===== config.mk =====
export PLATFORM = sky130hd
export DESIGN_NAME = cart_bank_decoder
export DESIGN_NICKNAME = d
export VERILOG_FILES = /design/src/rtl/cart_dec_pkg.sv /design/src/rtl/cdec_bank_reg.sv /design/src/rtl/cdec_region.sv /design/src/rtl/cdec_wguard.sv /design/src/rtl/cdec_rmux.sv /design/src/rtl/cart_bank_decoder.sv
export SDC_FILE = /design/constraint.sdc
export NUM_CORES = 1
export LEC_CHECK = 0
export CAP_MARGIN = 20
export CORE_AREA = 2 2 71 73
export CTS_BUF_LIST = sky130_fd_sc_hd__clkbuf_4 sky130_fd_sc_hd__clkbuf_8 sky130_fd_sc_hd__clkbuf_16
export DETAILED_ROUTE_END_ITERATION = 7
export DIE_AREA = 0 0 73 75
export PLACE_DENSITY = 0.8
export SLEW_MARGIN = 20
export SYNTH_ARGS = -nofsm -noshare
export SYNTH_HDL_FRONTEND = slang
export SYNTH_SLANG_ARGS = --single-unit

===== constraint.sdc =====
create_clock -name clk -period 3.7 [get_ports clk]
set_input_delay 0.74 -clock clk [delete_from_list [all_inputs] [get_ports clk]]
set_output_delay 0.74 -clock clk [all_outputs]
set_load 0.005 [all_outputs]

===== src/rtl/cart_dec_pkg.sv =====
package cart_dec_pkg;
  typedef enum logic [1:0] {
    RGN_NONE = 2'd0,
    RGN_INT  = 2'd1,
    RGN_CART = 2'd2
  } region_e;
endpackage


===== src/rtl/cdec_bank_reg.sv =====
module cdec_bank_reg #(
  parameter int ADDR_W   = 16,
  parameter int DATA_W   = 16,
  parameter int BANK_W   = 5,
  parameter logic [ADDR_W-1:0] REG_ADDR = 16'h00CC
) (
  input  logic              clk,
  input  logic              rst_n,
  input  logic [ADDR_W-1:0] addr,
  input  logic [DATA_W-1:0] wdata,
  input  logic              we,
  output logic [BANK_W-1:0] bank_q
);
  logic hit;
  assign hit = we && (addr == REG_ADDR);

  always_ff @(posedge clk or negedge rst_n) begin
    if (!rst_n)   bank_q <= '0;
    else if (hit) bank_q <= wdata[BANK_W-1:0];
  end
endmodule


===== src/rtl/cdec_region.sv =====
module cdec_region
  import cart_dec_pkg::*;
#(
  parameter int ADDR_W = 16,
  parameter int BANK_W = 5,
  localparam int OFF_W = ADDR_W - 2
) (
  input  logic              access,
  input  logic [ADDR_W-1:0] addr,
  input  logic [BANK_W-1:0] bank_q,
  output region_e           region,
  output logic [BANK_W-1:0] bank_idx,
  output logic [OFF_W-1:0]  offset
);
  logic [1:0] quarter;
  assign quarter = addr[ADDR_W-1 -: 2];
  assign offset  = addr[OFF_W-1:0];

  always_comb begin
    bank_idx = bank_q + BANK_W'(quarter) - BANK_W'(1);
    if (!access)              region = RGN_NONE;
    else if (quarter == 2'b00) region = RGN_INT;
    else                      region = RGN_CART;
  end
endmodule


===== src/rtl/cdec_wguard.sv =====
module cdec_wguard #(
  parameter int BANK_W = 5,
  localparam int NBANKS = 1 << BANK_W,
  parameter logic [NBANKS-1:0] WMASK = '0
) (
  input  logic [BANK_W-1:0] bank_idx,
  output logic              writable
);
  logic [NBANKS-1:0] mask_w;
  for (genvar i = 0; i < NBANKS; i++) begin : g_mask
    assign mask_w[i] = WMASK[i];
  end
  assign writable = mask_w[bank_idx];
endmodule


===== src/rtl/cdec_rmux.sv =====
module cdec_rmux
  import cart_dec_pkg::*;
#(
  parameter int DATA_W = 16
) (
  input  logic              clk,
  input  logic              rst_n,
  input  logic              re,
  input  region_e           region,
  input  logic [DATA_W-1:0] int_rdata,
  input  logic [DATA_W-1:0] cart_rdata,
  output logic [DATA_W-1:0] rdata,
  output logic              rvalid
);
  logic from_cart_q;

  always_ff @(posedge clk or negedge rst_n) begin
    if (!rst_n) begin
      rvalid      <= 1'b0;
      from_cart_q <= 1'b0;
    end else begin
      rvalid <= re;
      if (re) from_cart_q <= (region == RGN_CART);
    end
  end

  assign rdata = from_cart_q ? cart_rdata : int_rdata;
endmodule


===== src/rtl/cart_bank_decoder.sv =====
module cart_bank_decoder
  import cart_dec_pkg::*;
#(
  parameter int ADDR_W = 16,
  parameter int DATA_W = 16,
  parameter int BANK_W = 5,
  parameter logic [ADDR_W-1:0] BANK_REG_ADDR = 16'h00CC,
  parameter logic [(1<<BANK_W)-1:0] WMASK = 32'h0000_FF00,
  localparam int OFF_W  = ADDR_W - 2,
  localparam int CART_W = BANK_W + OFF_W
) (
  input  logic              clk,
  input  logic              rst_n,
  input  logic [ADDR_W-1:0] cpu_addr,
  input  logic [DATA_W-1:0] cpu_wdata,
  input  logic              cpu_we,
  input  logic              cpu_re,
  output logic [DATA_W-1:0] cpu_rdata,
  output logic              cpu_rvalid,
  output logic              int_cs,
  output logic              int_we,
  output logic [OFF_W-1:0]  int_addr,
  output logic [DATA_W-1:0] int_wdata,
  input  logic [DATA_W-1:0] int_rdata,
  output logic              cart_cs,
  output logic              cart_we,
  output logic [CART_W-1:0] cart_addr,
  output logic [DATA_W-1:0] cart_wdata,
  input  logic [DATA_W-1:0] cart_rdata
);
  logic [BANK_W-1:0] bank_q;
  logic [BANK_W-1:0] bank_idx;
  logic [OFF_W-1:0]  offset;
  logic              writable;
  logic              access;
  logic              blocked;
  region_e           region;

  assign access = cpu_re | cpu_we;

  cdec_bank_reg #(
    .ADDR_W(ADDR_W), .DATA_W(DATA_W), .BANK_W(BANK_W), .REG_ADDR(BANK_REG_ADDR)
  ) u_bank (
    .clk(clk), .rst_n(rst_n), .addr(cpu_addr), .wdata(cpu_wdata),
    .we(cpu_we), .bank_q(bank_q)
  );

  cdec_region #(.ADDR_W(ADDR_W), .BANK_W(BANK_W)) u_region (
    .access(access), .addr(cpu_addr), .bank_q(bank_q),
    .region(region), .bank_idx(bank_idx), .offset(offset)
  );

  cdec_wguard #(.BANK_W(BANK_W), .WMASK(WMASK)) u_guard (
    .bank_idx(bank_idx), .writable(writable)
  );

  cdec_rmux #(.DATA_W(DATA_W)) u_rmux (
    .clk(clk), .rst_n(rst_n), .re(cpu_re), .region(region),
    .int_rdata(int_rdata), .cart_rdata(cart_rdata),
    .rdata(cpu_rdata), .rvalid(cpu_rvalid)
  );

  assign blocked    = cpu_we && !writable;
  assign int_cs     = (region == RGN_INT);
  assign int_we     = int_cs && cpu_we;
  assign int_addr   = offset;
  assign int_wdata  = cpu_wdata;
  assign cart_cs    = (region == RGN_CART) && !blocked;
  assign cart_we    = cart_cs && cpu_we;
  assign cart_addr  = {bank_idx, offset};
  assign cart_wdata = cpu_wdata;
endmodule


* After elaboration in Yosys (flattened, before gate mapping)
Memory sizes are Yosys's and may differ from the RTL's.
Cells that the tools add are included.
** Word-level totals
- Bits in read-only memories :: 32
- Memory bits (writable) :: 0
- Register bits :: 7
- Latch bits :: 0
- Input bits :: 68
- Memories kept :: 1
- Output and inout bits :: 86
** Operators by class
- Reduce and logical (&&, ||, !) cells :: 8
- Bitwise logic cells :: 1
- Shift-type cells :: 0
- Equal/unequal tests :: 3
- Multipliers :: 0
- Multiplexer cells :: 4
- Magnitude comparators :: 1
- Add/sub/neg operators :: 2
- Divide/modulo/power cells :: 0
** Memories
- (name not given) :: words 32, width 1, read ports 1, clocked after memory_dff 0, write ports 0, line cdec_wguard.sv:13 : assign writable = mask_w[bank_idx];
** Operator list (count)
- 16-bit by 8-bit equality test with 1-bit output (second input constant) :: 1
- 16-bit two-way mux :: 1
- 5-bit by 6-bit < comparator with 1-bit output (second input constant) :: 1
- 5-bit by 2-bit adder with 5-bit output :: 1
- 1-bit logical AND :: 5
- 5-bit by 1-bit subtractor with 5-bit output (second input constant) :: 1
- 2-bit two-way mux :: 2
- 2-bit by 1-bit equality test with 1-bit output (second input constant) :: 1
- 2-bit equality test (second input constant) :: 1
- 1-bit zero test :: 2
- 2-bit zero test :: 1
- 1-bit two-way mux :: 1
- 1-bit bitwise OR :: 1

* Longest topological paths before layout
- Word-level depth :: 9
- Gate-level depth with buffers :: 8

* Modules after synthesis
Synthesis repeated with hierarchy kept, for this count alone.
** Second synthesis, totals
- Cells, all modules :: 132
- Area total of the unflattened synthesis :: 1251.2 µm²
** Modules (own cells, without submodules)
- cart_bank_decoder :: area an instance 396.6 µm², cells each 52, times used 1
- cdec_rmux :: area an instance 311.5 µm², cells each 23, times used 1
- cdec_region :: area an instance 289.0 µm², cells each 39, times used 1
- cdec_bank_reg :: area an instance 240.2 µm², cells each 17, times used 1
- cdec_wguard :: area an instance 13.8 µm², cells each 1, times used 1

* Least setup slack after synthesis
Ideal clock, no wire load.
- Kind :: input-to-output
- Start point :: in cpu_addr[15]
- End point :: out cart_cs
- Path buffers :: 0
- Stages :: 7
- Arrival :: 2088 ps
- Path slack :: 872 ps
- Cells stage by stage :: inv_1 ha_1 inv_1 ha_1 fa_1 xnor2_1 o32ai_1
** Between the ends
- Word-level cells in the longest chain between the ends :: 8
- Elaborated cells between the ends (all ways) :: 12
- Those cells by class :: add/sub: 2; eq/ne: 1; mux: 3; reduce/logical: 5; memory: 1
** RTL lines
- start, declared :: line cart_bank_decoder.sv:14 : input logic [ADDR_W-1:0] cpu_addr,
- 5-bit by 2-bit adder with 5-bit output :: line cdec_region.sv:20 : bank_idx = bank_q + BANK_W'(quarter) - BANK_W'(1);
- 5-bit by 1-bit subtractor with 5-bit output :: line cdec_region.sv:20
- memory read 32 x 1 bit
- 1-bit two-way mux (implied by the code) :: line cdec_wguard.sv:13
- 1-bit zero test :: line cart_bank_decoder.sv:63 : assign blocked = cpu_we && !writable;
- 1-bit logical AND :: line cart_bank_decoder.sv:63
- 1-bit zero test :: line cart_bank_decoder.sv:68 : assign cart_cs = (region == RGN_CART) && !blocked;
- 1-bit logical AND (*) :: line cart_bank_decoder.sv:68
- end, declared :: line cart_bank_decoder.sv:25 : output logic cart_cs,
Mark *: on every way between the ends. The rest lies on a longest branch, timed or not. The select of a mux whose other input is x is not followed.

* Worst setup path after layout
- Start point :: in cpu_addr[15]
- End point :: out cart_addr[18]
** Between the ends
- Word-level cells in the longest chain between the ends :: 2
** RTL lines
- 5-bit by 2-bit adder with 5-bit output :: line cdec_region.sv:20
- 5-bit by 1-bit subtractor with 5-bit output :: line cdec_region.sv:20
- end, declared :: line cart_bank_decoder.sv:27 : output logic [CART_W-1:0] cart_addr,
No other way between the ends.

==> results.py <==
metrics = {
    "floorplanning": {
        "row_count": 25,
        "floorplan.initialDensity_pct": 24.6,
        "dieArea_um2": 5480,
        "ios": 154,
        "die_x_um": 73,
        "die_y_um": 75,
        "core_um2": 4660,
    },
    "power": {
        "p_clk_share_pct": 28.2,
        "power.internal_mw": 0.309,
        "p_leak_nw": 0.833,
        "p_per_area_nw_per_um2": 195,
        "comb_power_share_pct": 50.7,
        "ir_worst_vdd_mv": 0.0809,
        "pwr-share-seq_pct": 21.1,
        "sw_frac_of_total_pct": 22.3,
        "p_sw_mw": 0.0888,
    },
    "route": {
        "drc_errors": 0,
        "post_drt_wl_per_cell_um": 12.7,
        "viasPerCell": 4.06,
        "first_pass_iters": 4,
        "first_iter_violations": 17,
        "vias": 1008,
        "drt-total-wl_um": 3160,
        "postRouteAntennaNets": 0,
    },
    "placed_design": {
        "dp_hpwl_um": 2780,
        "dpl_worst_slack_ns": -0.239,
        "io_buffers": 120,
        "gp_congestion": 0.709,
    },
    "synthesis": {
        "ys_ff_latch": 7,
        "netlist_instances": 128,
        "synth_edf_count": 0,
        "synth_nets": 202,
        "syn-cell-area_um2": 1150,
        "yosys_warnings": 0,
        "ys.flop_type": "dfrtp_1",
        "synthArstFlopShare_pct": 100,
        "ys_types": 23,
        "ys_seq_area_share_pct": 15.3,
        "syn_avg_cell_area_um2": 8.95,
    },
    "sta": {
        "post-route-min-period_ns": 3.63,
        "hold_slack_ns": 0.507,
        "finalClockSkew_ns": 0,
        "fin_crit_sh_pct": 98.2,
        "setup_viol": 0,
        "fmax_ghz": 0.275,
        "slew_violations": 0,
        "relSlewSlack_pct": 55.0,
        "worst_pin_slew_ns": 0.675,
        "fin_ws_ns": 0.0681,
        "final-hold-violation-count": 0,
    },
    "final_layout": {
        "drive_gt1_share_pct": 18.0,
        "final_common_cell": "clkdlybuf4s50_1",
        "nNetsFinal": 269,
        "antennaDiodeCount": 0,
        "area_growth_pct": 78.2,
        "fillers": 440,
        "final_cell_mix": "clkdlybuf4s50_1, mux2_2, inv_1",
    },
    "clocking": {
        "cts.sink_count": 7,
        "clockBufferDepth": 2,
        "clkLatencyLatePin_ns": 0.22,
        "cts_made_buffers": 3,
        "clkTransAtPathRegs_ns": 0.04,
        "ctsHoldBuffers": 0,
        "cts-root-buf": "clkbuf_8",
        "htreeDepth": 1,
        "tritoncts": "yes",
    },
    "setup_path": {
        "worstPathMaxFanout": 2,
        "cp_slowest_cell": "clkdlybuf4s50_1",
        "crit_required_ns": 2.96,
        "worst_ep_arrival_time_ns": 2.89,
        "worst-path-buf-inv": 5,
        "path_cells": "clkdlybuf4s50_1 -> inv_1 -> ha_1 -> inv_1 -> ha_1 -> a21o_1 -> a21oi_2 -> xnor2_1 -> buf_4 -> clkdlybuf4s50_1",
        "path_delay_family": "buffers and inverters",
        "start_kind": "input pin",
        "path_class": "input pin to output port",
        "max_stage_delay_ns": 0.48,
        "critPathLaunch": "cpu_addr[15]",
        "end_kind": "output port",
        "regToRegStartpoint": "u_rmux.from_cart_q",
    },
    "flow_run": {
        "drv_cap": 0,
    },
    "worst_hold_path": {
        "hp-class": "register to register",
        "min_from": "u_bank.bank_q[1]",
    },
    "global_routing": {
        "grt_max_degree": 18,
        "antenna_found_initial": 0,
        "use_met3_pct": 3.35,
        "grt_usage_pct": 11.3,
        "grt-ovfl-total": 0,
        "first_global_vias": 1036,
        "grt_most_used_layer": "met2",
        "use_met1_pct": 13.1,
        "grt_util_met2_pct": 19.4,
        "grt_pass1_wl_um": 4820,
    },
    "run_status": {
        "status": "completed",
    },
}
[path summary, 6_finish.rpt]
kind,endpoint,slack [ns],cells past startpoint
worst max-delay path,cart_addr[18],0.07,10
worst min-delay path,u_bank.bank_q[1],0.51,1
max in group asynchronous,u_bank.bank_q[2],2.68,1
worst min register to register,u_bank.bank_q[1],0.51,1
worst max register to register,u_rmux.from_cart_q,2.62,2
min in group asynchronous,u_bank.bank_q[4],0.78,1
[cell families (layout without fill, tap and decap cells)]
kind of cell / after synthesis / in the layout / share of synthesized area (%)
AOI/OAI and AO/OA: 6 / 6 / 3.38
and+or+nand+nor: 11 / 11 / 7.21
xor gates and xnor gates: 3 / 3 / 2.29
muxes: 21 / 21 / 20.6
buffers and inverters: 74 / 140 / 44.0
adders and majority gates: 6 / 6 / 7.21
DFF: 7 / 7 / 15.3
[flip-flops by register name, indices dropped and copies added, names as in the netlist]
signal              flops
u_rmux.from_cart_q      1
u_bank.bank_q           5
u_rmux.rvalid           1
[cell usage after synthesis (all sizes together) (2+ instances only)]
cell type | n | area [um^2]
a21oi | 2 | 10.0
buf | 61 | 455
dfrtp | 7 | 175
ha | 5 | 62.6
inv | 12 | 45.0
mux2 | 21 | 236
nor2 | 3 | 11.3
nor4 | 2 | 27.5
xnor2 | 3 | 26.3
[metrics by stage]
step	std cells	TNS, ns	utilization, %	total power, mW	instance area [um^2]
after floorplan	128	0	-	0.174	1150
after global placement	243	-0.269	42.4	0.285	1980
after detailed placement	243	-0.455	42.4	0.288	1980
after CTS	247	0	43.6	0.404	2030
after global routing	248	-0.0401	43.8	0.423	2040
final	248	0	43.8	0.398	2040
[timing repair]
action	CTS	global route
setup endpoints to repair	3	3
pin swaps	1	3
cloned	0	0
resized for setup	3	4
buffers inserted	0	1
[power groups by stage]
stage	sequential, mW	combinational, mW	clock [mW]
6_report	0.0838	0.202	0.112
5_1_grt	0.0844	0.218	0.121
4_1_cts	0.0843	0.204	0.115
3_5_place_dp	0.0854	0.203	0
3_3_place_gp	0.0854	0.200	0
2_1_floorplan	0.0798	0.0946	0
[layout make-up]
class / count / area (um^2) / area share [%]
timing repair buffer: 124 / 1220 / 60.0
clock buffer: 4 / 48.8 / 2.39
tap: 54 / 67.6 / 3.31
inverter: 12 / 45.0 / 2.21
sequential: 7 / 175 / 8.58
multi-input combinational: 47 / 480 / 23.5
[per-layer routing]
metal  vias up  wire, um
met3         2       301
met5         -         0
met1       449      1130
li1        491         -
met4         0        15
met2        66      1710
Power figures use the tool's default switching activity.
